<file path="config.mk">
export PLATFORM = sky130hd
export DESIGN_NAME = lsq_link_qualifier
export DESIGN_NICKNAME = d
export VERILOG_FILES = /design/src/rtl/lsq_pkg.sv /design/src/rtl/lsq_period_dec.sv /design/src/rtl/lsq_prescaler.sv /design/src/rtl/lsq_stab_count.sv /design/src/rtl/lsq_link_qualifier.sv
export SDC_FILE = /design/constraint.sdc
export NUM_CORES = 1
export LEC_CHECK = 0
export BUFFER_PORTS_ARGS = -buffer_cell sky130_fd_sc_hd__buf_2
export CORE_ASPECT_RATIO = 2
export CORE_MARGIN = 5
export CORE_UTILIZATION = 58
export CTS_CLUSTER_DIAMETER = 60
export CTS_CLUSTER_SIZE = 25
export DETAILED_ROUTE_END_ITERATION = 8
export GPL_TIMING_DRIVEN = 0
export PLACE_DENSITY = 0.76
export SYNTH_ARGS = -nofsm -noshare
export SYNTH_HDL_FRONTEND = slang
export SYNTH_HIERARCHICAL = 1
export SYNTH_SLANG_ARGS = --single-unit
</file>
<file path="constraint.sdc">
create_clock -name clk -period 6.2 [get_ports clk]
set_input_delay 0.93 -clock clk [delete_from_list [all_inputs] [get_ports clk]]
set_output_delay 0.93 -clock clk [all_outputs]
set_load 0.005 [all_outputs]
</file>
<file path="src/rtl/lsq_pkg.sv">
package lsq_pkg;
  localparam int unsigned CODE_W    = 3;
  localparam int unsigned MAX_UNITS = 4000;
  localparam int unsigned UNIT_W    = $clog2(MAX_UNITS + 1);
  localparam logic [CODE_W-1:0] RESET_CODE = 3'd2;

  typedef enum logic [1:0] {
    LS_DOWN = 2'd0,
    LS_QUAL = 2'd1,
    LS_UP   = 2'd2
  } lstate_e;

  // duration of each code in 500 us units
  function automatic logic [UNIT_W-1:0] code_units(input logic [CODE_W-1:0] c);
    case (c)
      3'd0:    code_units = UNIT_W'(0);
      3'd1:    code_units = UNIT_W'(1);
      3'd2:    code_units = UNIT_W'(2);
      3'd3:    code_units = UNIT_W'(128);
      3'd4:    code_units = UNIT_W'(512);
      3'd5:    code_units = UNIT_W'(1024);
      3'd6:    code_units = UNIT_W'(2000);
      default: code_units = UNIT_W'(4000);
    endcase
  endfunction
endpackage

</file>
<file path="src/rtl/lsq_period_dec.sv">
module lsq_period_dec
  import lsq_pkg::*;
(
  input  logic              clk,
  input  logic              rst,
  input  logic              wr,
  input  logic [CODE_W-1:0] code,
  output logic [UNIT_W-1:0] units,
  output logic              zero_period,
  output logic              restart
);
  logic [CODE_W-1:0] sel_q;
  logic [UNIT_W-1:0] units_q;

  always_ff @(posedge clk) begin
    if (rst) begin
      sel_q   <= RESET_CODE;
      units_q <= code_units(RESET_CODE);
    end else if (wr) begin
      sel_q   <= code;
      units_q <= code_units(code);
    end
  end

  assign units       = units_q;
  assign zero_period = (units_q == '0);
  assign restart     = wr && (code != sel_q);

  AST_UNITS_TRACK_SEL: assert property (@(posedge clk) disable iff (rst)
    (wr && !rst) |=> (units == code_units($past(code))));
endmodule

</file>
<file path="src/rtl/lsq_prescaler.sv">
module lsq_prescaler #(
  parameter int unsigned UNIT_TICKS = 500
) (
  input  logic clk,
  input  logic rst,
  input  logic clr,
  input  logic step,
  output logic unit
);
  generate
    if (UNIT_TICKS <= 1) begin : g_direct
      assign unit = step;
    end else begin : g_count
      localparam int unsigned PW = $clog2(UNIT_TICKS);
      localparam logic [PW-1:0] LAST = PW'(UNIT_TICKS - 1);
      logic [PW-1:0] pre_q;

      always_ff @(posedge clk) begin
        if (rst || clr)  pre_q <= '0;
        else if (step)   pre_q <= (pre_q == LAST) ? '0 : pre_q + 1'b1;
      end

      assign unit = step && (pre_q == LAST);

      AST_PRE_IN_RANGE: assert property (@(posedge clk) disable iff (rst)
        pre_q <= LAST);
      AST_PRE_HOLDS_NO_STEP: assert property (@(posedge clk) disable iff (rst)
        (!step && !clr) |=> $stable(pre_q));
    end
  endgenerate
endmodule

</file>
<file path="src/rtl/lsq_stab_count.sv">
module lsq_stab_count
  import lsq_pkg::*;
(
  input  logic              clk,
  input  logic              rst,
  input  logic              clr,
  input  logic              unit,
  input  logic [UNIT_W-1:0] target,
  output logic              done
);
  logic [UNIT_W-1:0] cnt_q;

  assign done = unit && (target != '0) && (cnt_q == target - 1'b1);

  always_ff @(posedge clk) begin
    if (rst || clr)  cnt_q <= '0;
    else if (unit)   cnt_q <= done ? '0 : cnt_q + 1'b1;
  end

  AST_CNT_UNDER_TARGET: assert property (@(posedge clk) disable iff (rst)
    (target != '0) |-> (cnt_q < target));
  AST_CLR_EMPTIES: assert property (@(posedge clk) disable iff (rst)
    clr |=> (cnt_q == '0));
endmodule

</file>
<file path="src/rtl/lsq_link_qualifier.sv">
module lsq_link_qualifier
  import lsq_pkg::*;
#(
  parameter int unsigned UNIT_TICKS = 500
) (
  input  logic              clk,
  input  logic              rst,
  input  logic              raw_link,
  input  logic              tick_us,
  input  logic              period_wr,
  input  logic [CODE_W-1:0] period_code,
  output logic              link_up,
  output logic              link_chg
);
  logic [UNIT_W-1:0] units;
  logic              zero_period, restart, cnt_clr, step, unit, done;
  lstate_e           state_q, state_d;

  lsq_period_dec u_dec (
    .clk(clk), .rst(rst), .wr(period_wr), .code(period_code),
    .units(units), .zero_period(zero_period), .restart(restart)
  );

  assign cnt_clr = !raw_link || restart || (state_q == LS_UP);
  assign step    = tick_us && !cnt_clr;

  lsq_prescaler #(.UNIT_TICKS(UNIT_TICKS)) u_pre (
    .clk(clk), .rst(rst), .clr(cnt_clr), .step(step), .unit(unit)
  );

  lsq_stab_count u_cnt (
    .clk(clk), .rst(rst), .clr(cnt_clr), .unit(unit), .target(units), .done(done)
  );

  always_comb begin
    if (!raw_link)               state_d = LS_DOWN;
    else if (state_q == LS_UP)   state_d = LS_UP;
    else if (restart)            state_d = LS_QUAL;
    else if (zero_period || done) state_d = LS_UP;
    else                         state_d = LS_QUAL;
  end

  always_ff @(posedge clk) begin
    if (rst) begin
      state_q  <= LS_DOWN;
      link_up  <= 1'b0;
      link_chg <= 1'b0;
    end else begin
      state_q  <= state_d;
      link_up  <= (state_d == LS_UP);
      link_chg <= (state_d == LS_UP) != (state_q == LS_UP);
    end
  end

  AST_UP_NEEDS_RAW: assert property (@(posedge clk) disable iff (rst)
    !raw_link |=> !link_up);
  AST_FALL_ONLY_ON_DROP: assert property (@(posedge clk) disable iff (rst)
    $fell(link_up) |-> !$past(raw_link));
  AST_CHG_ON_EDGE: assert property (@(posedge clk) disable iff (rst)
    (link_up != $past(link_up)) |-> link_chg);
  AST_NO_CHG_STEADY: assert property (@(posedge clk) disable iff (rst)
    (link_up == $past(link_up)) |-> !link_chg);
  AST_CODE0_FAST: assert property (@(posedge clk) disable iff (rst)
    (raw_link && zero_period && !restart) |=> link_up);
  AST_RESTART_HOLDS: assert property (@(posedge clk) disable iff (rst)
    (restart && !link_up) |=> !link_up);
endmodule

</file>
# After elaboration in Yosys (flattened, before gate mapping)
# Cells that the tools add are included.
[word_totals]
register_bits = 40
latchBits = 0
mem_bits_rw = 0
mem_bits_ro = 0
in_bits = 8
wordCells = 43
n_memories = 0
[classes]
add_sub_neg = 3
multipliers = 0
n_div = 0
order_cmp = 0
eq_ne = 12
n_shift = 0
mux = 7
bitwise_logic = 0
reduce_logical = 14
[ops]
columns = ["op", "count"]
rows = [
  ["$pmux W12 S7", 1],
  ["$add A12 B1 Y12 const B", 1],
  ["$eq A12 B12 Y1", 1],
  ["$logic_not A12 Y1", 1],
  ["$mux W12", 1],
  ["$reduce_bool A12 Y1", 1],
  ["$sub A12 B1 Y12 const B", 1],
  ["$add A9 B1 Y9 const B", 1],
  ["$eq A3 B3 Y1 const B", 3],
  ["$eq A9 B9 Y1 const B", 1],
  ["$mux W9", 1],
  ["$mux W2", 4],
  ["$eq A3 B2 Y1 const B", 2],
  ["$logic_and A1 B1 Y1", 5],
  ["$eq A2 B2 Y1 const B", 2],
  ["$logic_or A1 B1 Y1", 4],
  ["$eq A3 B1 Y1 const B", 1],
  ["$logic_not A3 Y1", 1],
  ["$ne A3 B3 Y1", 1],
  ["$logic_not A1 Y1", 2],
  ["$ne A1 B1 Y1", 1],
]

# Logic depth before layout (Yosys ltp)
# Gate-level depths: netlist of the first run.
[depth]
depth_word = 16
depth_mapped = 14
ltp_nobuf = 11

# Hierarchy
# The synthesis of the first run kept the hierarchy.
[modules_own_cells]
columns = ["module", "instances", "cells_per_inst", "area_per_inst_um2", "seq_area_each_um2"]
rows = [
  ["lsq_stab_count", 1, 126, 1002.2, 240.2],
  ["lsq_period_dec", 1, 60, 514.2, 220.2],
  ["lsq_prescaler", 1, 54, 470.5, 180.2],
  ["lsq_link_qualifier", 1, 15, 162.7, 80.1],
]

# Least setup slack after synthesis of the first run
# No wires, ideal clock.
[synth_timing]
path_kind = "input -> register"
start = "input period_code[2]"
end = "register u_cnt.cnt_q[0]"
setup_time_ps = 115
arrival_time_ps = 3245
required_time_ps = 6085
slack_ps = 2840
stages = 14
n_path_buf = 4
path_cell_list = "buf_2 -> xnor2_1 -> a31oi_1 -> and4b_2 -> buf_4 -> nand4b_1 -> nor3_1 -> clkbuf_1 -> o2111ai_1 -> nor4_1 -> nand4_1 -> o31ai_2 -> buf_6 -> nor2_1"
[synth_via]
elab_chain_len = 10
[synth_rtl]
columns = ["element", "line", "rtl"]
rows = [
  ["start: declaration", "lsq_link_qualifier.sv:11", "input logic [CODE_W-1:0] period_code,"],
  ["$ne A3 B3 Y1 *", "lsq_period_dec.sv:27", "assign restart = wr && (code != sel_q);"],
  ["$logic_and A1 B1 Y1 *", "lsq_period_dec.sv:27", ""],
  ["via restart", "lsq_link_qualifier.sv:16", "logic zero_period, restart, cnt_clr, step, unit, done;"],
  ["$logic_or A1 B1 Y1 * (2 in a row)", "lsq_link_qualifier.sv:24", "assign cnt_clr = !raw_link || restart || (state_q == LS_UP);"],
  ["$logic_not A1 Y1 *", "lsq_link_qualifier.sv:25", "assign step = tick_us && !cnt_clr;"],
  ["$logic_and A1 B1 Y1 *", "lsq_link_qualifier.sv:25", ""],
  ["via step", "lsq_link_qualifier.sv:16", ""],
  ["$logic_and A1 B1 Y1 *", "lsq_prescaler.sv:23", "assign unit = step && (pre_q == LAST);"],
  ["via unit", "lsq_link_qualifier.sv:16", ""],
  ["$logic_and A1 B1 Y1 (2 in a row)", "lsq_stab_count.sv:13", "assign done = unit && (target != '0) && (cnt_q == target - 1'b1);"],
  ["$mux W12", "lsq_stab_count.sv:17", "else if (unit) cnt_q <= done ? '0 : cnt_q + 1'b1;"],
  ["end signal: assignment", "lsq_stab_count.sv:17", ""],
  ["end: declaration", "lsq_stab_count.sv:11", "logic [UNIT_W-1:0] cnt_q;"],
]
# Mark *: on every way through the listed nets, which the timed path passes. The rest lies on a longest branch.
# A chain may end at the register's enable or synchronous reset.

# Worst setup path after layout of the first run
[layout_timing]
start = "input period_wr"
end = "register link_chg"
[layout_via]
elab_chain_len = 15
[layout_rtl]
columns = ["element", "line", "rtl"]
rows = [
  ["start: declaration", "lsq_link_qualifier.sv:10", "input logic period_wr,"],
  ["$logic_and A1 B1 Y1", "lsq_period_dec.sv:27", ""],
  ["via restart", "lsq_link_qualifier.sv:16", ""],
  ["$logic_or A1 B1 Y1 (2 in a row)", "lsq_link_qualifier.sv:24", ""],
  ["$logic_not A1 Y1", "lsq_link_qualifier.sv:25", ""],
  ["$logic_and A1 B1 Y1", "lsq_link_qualifier.sv:25", ""],
  ["via step", "lsq_link_qualifier.sv:16", ""],
  ["$logic_and A1 B1 Y1", "lsq_prescaler.sv:23", ""],
  ["via unit", "lsq_link_qualifier.sv:16", ""],
  ["$logic_and A1 B1 Y1 (2 in a row)", "lsq_stab_count.sv:13", ""],
  ["via done", "lsq_link_qualifier.sv:16", ""],
  ["$logic_or A1 B1 Y1", "lsq_link_qualifier.sv:39", "else if (zero_period || done) state_d = LS_UP;"],
  ["$mux W2", "lsq_link_qualifier.sv:39", ""],
  ["$mux W2", "lsq_link_qualifier.sv:38", "else if (restart) state_d = LS_QUAL;"],
  ["$mux W2", "lsq_link_qualifier.sv:37", "else if (state_q == LS_UP) state_d = LS_UP;"],
  ["$mux W2", "lsq_link_qualifier.sv:36", "if (!raw_link) state_d = LS_DOWN;"],
  ["$eq A2 B2 Y1", "lsq_link_qualifier.sv:51", "link_chg <= (state_d == LS_UP) != (state_q == LS_UP);"],
  ["$ne A1 B1 Y1", "lsq_link_qualifier.sv:51", ""],
  ["end signal: assignment", "lsq_link_qualifier.sv:51", ""],
  ["end: declaration", "lsq_link_qualifier.sv:13", "output logic link_chg"],
]
# The timed path passes the listed nets, and every way through them passes these cells.

==> results.toml, run 1 <==
[pwr]
p_seq_share_pct = 48.5
leakage_nw = 0.840
power.internal_uw = 379
total_power_uw = 497
p_clk_share_pct = 40.3
pwr-share-comb_pct = 11.1
ir_drop_v = 0.000172
power_switching_uw = 118
switching_share_pct = 23.7
p_per_area_nw_per_um2 = 211

[clock_tree]
htree_levels = 2
numCtsBuffers = 5
cts_buffer_depth = 2
root_buffer = "clkbuf_8"
clk_pin_slew_ns = 0.08
cts_setup_buffers = 0
holdBufCountCts = 0
cts.sinks = 36
cts_tree = "yes"
insertion_delay_ns = 0.29
ctsResizeCount = 0

[floorplanning]
start_util_pct = 59.6
num_rows = 31
die_x_um = 53.0
core_area_um2 = 3610
fp.dieH_um = 96.1
fp.dieArea_um2 = 5100
io_pins = 10

[sta]
period_minus_slack_ns = 3.75
fin_skew_ns = 0.0108
rsz0062_at_grt = "false"
hold_viol = 0
setup_ws_ns = 2.45
fmax_mhz = 267
fin_crit_sh_pct = 60.5
tns_ns = 0
worst_slew_pin_slew_ns = 0.539
relSlewSlack_pct = 63.8
drv_slew = 0
setup_viol = 0

[setup_path]
start_kind = "input pin"
worstSetupPathType = "input pin to flop"
slowest_delay_ns = 0.33
arrival_ns = 3.96
crit_slowest_cell = "clkbuf_1"
crit_family = "simple AND/OR/NAND/NOR gates"
path_buf_inv = 5
cp_cell_sequence = "buf_2 -> buf_4 -> inv_1 -> a31oi_1 -> and4b_2 -> buf_4 -> nand4b_1 -> nor3_1 -> clkbuf_1 -> o2111ai_1 -> nor4_1 -> nand4_1 -> nor3_1 -> o21bai_1 -> o31ai_1"
reg2reg_depth = 13
crit_path_end_kind = "flop"
path_depth = 15
worstPathMaxFanout = 10
required_ns = 6.40

[placed_design]
dpl_cell_area_um2 = 2240
port_buffers = 6
placedCellCount = 311
hpwl_um = 3530
place_ws_ns = 2.14
gp_congestion = 0.948

[synthesis]
yosysTopAreaCell = "dfxtp_1"
syn_inst = 255
synth-edff-count = 0
async_flop_share_pct = 0
synth_most_common_cell = "dfxtp_1"
synthTopCellsByCount = "dfxtp_1 (36), nor2_1 (28), nand2_1 (20)"
ys.flop_type = "dfxtp_1"
ys_seq_area_share_pct = 33.5
ys_ff_latch = 36
synth_cell_types = 54
syn-cell-area_um2 = 2150
synth_top_area_share_pct = 33.5
synth_area_leaders = "dfxtp_1 (34%), xnor2_1 (6.1%), xor2_1 (5.7%)"
syn-mean-instance-area_um2 = 8.43
yosys_warnings = 6

[outcome]
status = "complete, no violations"

[finish]
num_antenna_cells = 0
drive_gt1_share_pct = 12.6
seqCellArea_um2 = 721
final_area_um2 = 2360
multi_input_area_um2 = 1320
fin_nets = 281
stdcell_count = 319
syn_to_final_growth_pct = 9.60
nFillCells = 329

[detailed_routing]
drc = 0
drt_iter0_drc = 33
dr.pass1.iters = 4
wl_per_cell_um = 14.3
vias = 1839
via_per_inst = 5.76
postRouteAntennaNets = 0
finalWirelength_um = 4570

[grt]
grt_pass1_vias = 1865
grt-ovfl-total = 0
grtUsageTotal_pct = 20.8
grt_pass1_wl_um = 7990
grt_start_max_net_pins = 13
antenna_found_initial = 0

[min_path]
hold_depth = 2
hold_path.class = "flop to flop"

[job]
cap_violations = 0
sequential cells by signal (all words and copies together) (netlist names):
name / count
u_pre/g_count.pre_q: 9
state_q: 2
u_dec/sel_q: 3
u_cnt/cnt_q: 12
link_chg: 1
u_dec/units: 8
link_up: 1
through the flow:
step                      hold slack (ns)  utilization, %
after floorplan                     0.465               -
after global placement              0.483            62.2
after detailed placement            0.486            62.2
after CTS                           0.505            65.3
after global routing                0.532            65.3
final                               0.501            65.3
power by group through the flow:
stage | clock network, mW | registers (mW) | logic (mW)
floorplan | 0 | 0.245 | 0.0437
global placement | 0 | 0.246 | 0.0539
detailed placement | 0 | 0.247 | 0.0548
CTS | 0.206 | 0.241 | 0.0551
global route | 0.216 | 0.242 | 0.0624
finish | 0.200 | 0.241 | 0.0553
tightest hold or removal path: stages, from the launching register on:
cell,delay [ns]
dfxtp_1,0.34
nand2_1,0.06
nand3b_1,0.07
layer usage:
layer	global-route usage (%)	wire length, µm	vias up
met5	0	0	-
met4	11.1	138	0
met3	3.41	100	11
met2	39.3	2640	27
met1	20.5	1690	866
li1	-	-	935
placed cells by master, fill, tap and decap left out, drive strengths merged, types with 2 or more instances in the layout:
cell	n
and2	2
o31ai	4
and4b	2
nor4	4
o311ai	4
o21ai	4
inv	5
nor2	28
nand2b	7
nand4	8
a21oi	15
and3	2
o22a	2
nand3b	2
mux2i	4
nor3	8
buf	18
xor2	14
or4	4
clkbuf	8
nand4b	3
xnor2	15
nor2b	4
a31oi	2
and2b	2
o211ai	3
nand3	11
a311oi	2
nand2	20
or3	2
nor3b	3
conb	2
dfxtp	36
ha	4
logic make-up after synthesis:
group / Yosys count / share of synthesized area, %
AND/OR/NAND/NOR: 116 / 30.3
AO/OA/AOI/OAI: 44 / 14.1
flip-flops: 36 / 33.5
XOR/XNOR: 29 / 11.8
buffers and inverters: 20 / 5.30
multiplexers: 5 / 2.39
adder cells (fa/ha/maj): 4 / 2.33
other: 1 / 0.174
worst paths after layout:
kind                     to  slack (ns)            from
min          u_dec/sel_q[1]        0.50  u_dec/sel_q[1]
max reg2reg        link_chg        3.06  u_dec/sel_q[2]
min reg2reg  u_dec/sel_q[1]        0.50  u_dec/sel_q[1]
max                link_chg        2.45       period_wr
area by class of cell:
| cell class | instances | area share (%) |
|---|---|---|
| multi-input cells | 200 | 56.0 |
| clock buffers | 5 | 2.92 |
| well taps | 49 | 2.60 |
| inverters | 5 | 0.797 |
| plain buffers | 15 | 4.04 |
| flip-flops and latches | 36 | 30.6 |
| repair buffers | 6 | 1.27 |
| clock inverters | 3 | 1.81 |
(Power assumes the default switching activity.)
==> run 2: changes to the inputs <==
--- a/config.mk
+++ b/config.mk
@@ -8,12 +8,12 @@
 export BUFFER_PORTS_ARGS = -buffer_cell sky130_fd_sc_hd__buf_2
 export CORE_ASPECT_RATIO = 2
 export CORE_MARGIN = 5
-export CORE_UTILIZATION = 58
+export CORE_UTILIZATION = 55
 export CTS_CLUSTER_DIAMETER = 60
 export CTS_CLUSTER_SIZE = 25
 export DETAILED_ROUTE_END_ITERATION = 8
 export GPL_TIMING_DRIVEN = 0
-export PLACE_DENSITY = 0.76
+export PLACE_DENSITY = 0.75
 export SYNTH_ARGS = -nofsm -noshare
 export SYNTH_HDL_FRONTEND = slang
 export SYNTH_HIERARCHICAL = 1
==> constraint.sdc (replaced) <==
create_clock -name clk -period 3.32 [get_ports clk]
set_input_delay 0.498 -clock clk [delete_from_list [all_inputs] [get_ports clk]]
set_output_delay 0.498 -clock clk [all_outputs]
set_load 0.005 [all_outputs]
==> run 2 against run 1 <==
Effect of this change: core utilization fell by 3.0 points; register-to-register slack lost 2.7 ns; via count rose by 2.9%; non-clock buffer count is the same; routed wire length is 2.8% higher; largest cell class unchanged.
==> results.toml, run 2 (synthesis results as in run 1) <==
[outcome]
status = "complete, no violations"

[pwr]
ir_drop_v = 0.000497
p_per_area_nw_per_um2 = 395
leakage_nw = 0.839

[grt]
grtUsageTotal_pct = 19.8
grt_pass1_wl_um = 7980
grt_start_max_net_pins = 13
antenna_found_initial = 0
grt_pass1_vias = 1814
grt-ovfl-total = 0

[clock_tree]
insertion_delay_ns = 0.29
cts_tree = "yes"
root_buffer = "clkbuf_8"
numCtsBuffers = 5
cts_buffer_depth = 2
cts.sinks = 36
holdBufCountCts = 0
ctsResizeCount = 0
clk_pin_slew_ns = 0.07
htree_levels = 2
cts_setup_buffers = 0

[sta]
fin_crit_sh_pct = 91.9
drv_slew = 0
period_minus_slack_ns = 3.05
rsz0062_at_grt = "false"
tns_ns = 0
relSlewSlack_pct = 61.2
setup_viol = 0
worst_slew_pin_slew_ns = 0.577
fmax_mhz = 328
fin_skew_ns = 0.00499
hold_viol = 0

[floorplanning]
num_rows = 32
start_util_pct = 56.5
core_area_um2 = 3800
io_pins = 10
die_x_um = 54.2
fp.dieArea_um2 = 5330
fp.dieH_um = 98.4

[detailed_routing]
dr.pass1.iters = 4
finalWirelength_um = 4690
wl_per_cell_um = 14.6
via_per_inst = 5.89
drt_iter0_drc = 36
postRouteAntennaNets = 0
vias = 1892
drc = 0

[placed_design]
dpl_cell_area_um2 = 2250
hpwl_um = 3570
port_buffers = 6
gp_congestion = 0.931

[setup_path]
slowest_delay_ns = 0.37
reg2reg_depth = 13
crit_path_end_kind = "flop"
crit_slowest_cell = "o31ai_2"
arrival_ns = 3.24
required_ns = 3.51
worstSetupPathType = "input pin to flop"
start_kind = "input pin"
cp_cell_sequence = "buf_2 -> buf_4 -> clkinvlp_4 -> a31oi_1 -> and4b_2 -> buf_4 -> nand4b_1 -> nor3_2 -> clkbuf_4 -> o2111ai_1 -> nor4_1 -> nand4_1 -> o31ai_2 -> buf_6 -> nor2_1"
cp_common_cell = "buf_4"
worstPathMaxFanout = 10
r2r_setup_slack_ns = 0.35

[finish]
largest-register = "u_cnt/cnt_q"
drive_gt1_share_pct = 13.7
largest_reg_flops = 12
fin_nets = 281
num_antenna_cells = 0
layout_commonest_cell = "dfxtp_1"
final_cell_mix = "dfxtp_1 (36), nor2_1 (28), nand2_1 (20)"
final_util_pct = 62.3
final_area_um2 = 2370
syn_to_final_growth_pct = 10.3

[min_path]
hold_depth = 2
hold_path.class = "flop to flop"

[job]
cap_violations = 0
[run 2: cell count changes in the layout (fill, tap and decap cells not counted), sizes merged]
cell      previous run  this run
clkinvlp             1         2
inv                  5         4
[run 2: worst paths after layout]
path | start | to
hold / removal | u_dec/sel_q[1] | u_dec/sel_q[1]
setup / recovery | period_wr | u_cnt/cnt_q[2]
hold reg to reg | u_dec/sel_q[1] | u_dec/sel_q[1]
setup reg to reg | u_dec/sel_q[1] | u_cnt/cnt_q[2]
[run 2: stage by stage]
stage	cells	power (mW)	worst slack (ns)	hold slack [ns]
after floorplan	256	0.539	0.392	0.465
after global placement	313	0.562	-0.302	0.481
after detailed placement	313	0.563	-0.260	0.486
after CTS	321	0.945	0.0112	0.498
after global routing	321	0.984	0.0563	0.517
final	321	0.937	0.268	0.501
[run 2: layout make-up]
cell class	instances	area, µm²
Inverter	5	22.5
Sequential cell	36	721
Clock inverter	3	42.5
Clock buffer	5	68.8
Buffer	15	98.8
Multi-Input combinational cell	200	1320
Timing Repair Buffer	6	30.0
Tap cell	51	63.8
Fill cell	370	1430
[run 2: worst max-delay path: cells and delay by family]
kind | cells | cell delay, ns
simple gates | 6 | 1.15
buf+inv | 6 | 0.97
compound gates | 3 | 0.62
[run 2: where the power goes]
part | switching (mW) | internal (mW) | total (mW)
Clock | 0.160 | 0.222 | 0.382
Sequential | 0.0104 | 0.440 | 0.451
Combinational | 0.0583 | 0.0461 | 0.104
[run 2: metal layers]
layer / routed length [µm] / global-route usage (%) / vias to the layer above / part of all wire (%)
met5: 0 / 0 / - / 0
met4: 283 / 13.8 / 0 / 6.0
met3: 112 / 3.93 / 23 / 2.4
met2: 2630 / 34.4 / 43 / 56
met1: 1670 / 19.4 / 882 / 36
li1: - / - / 944 / -
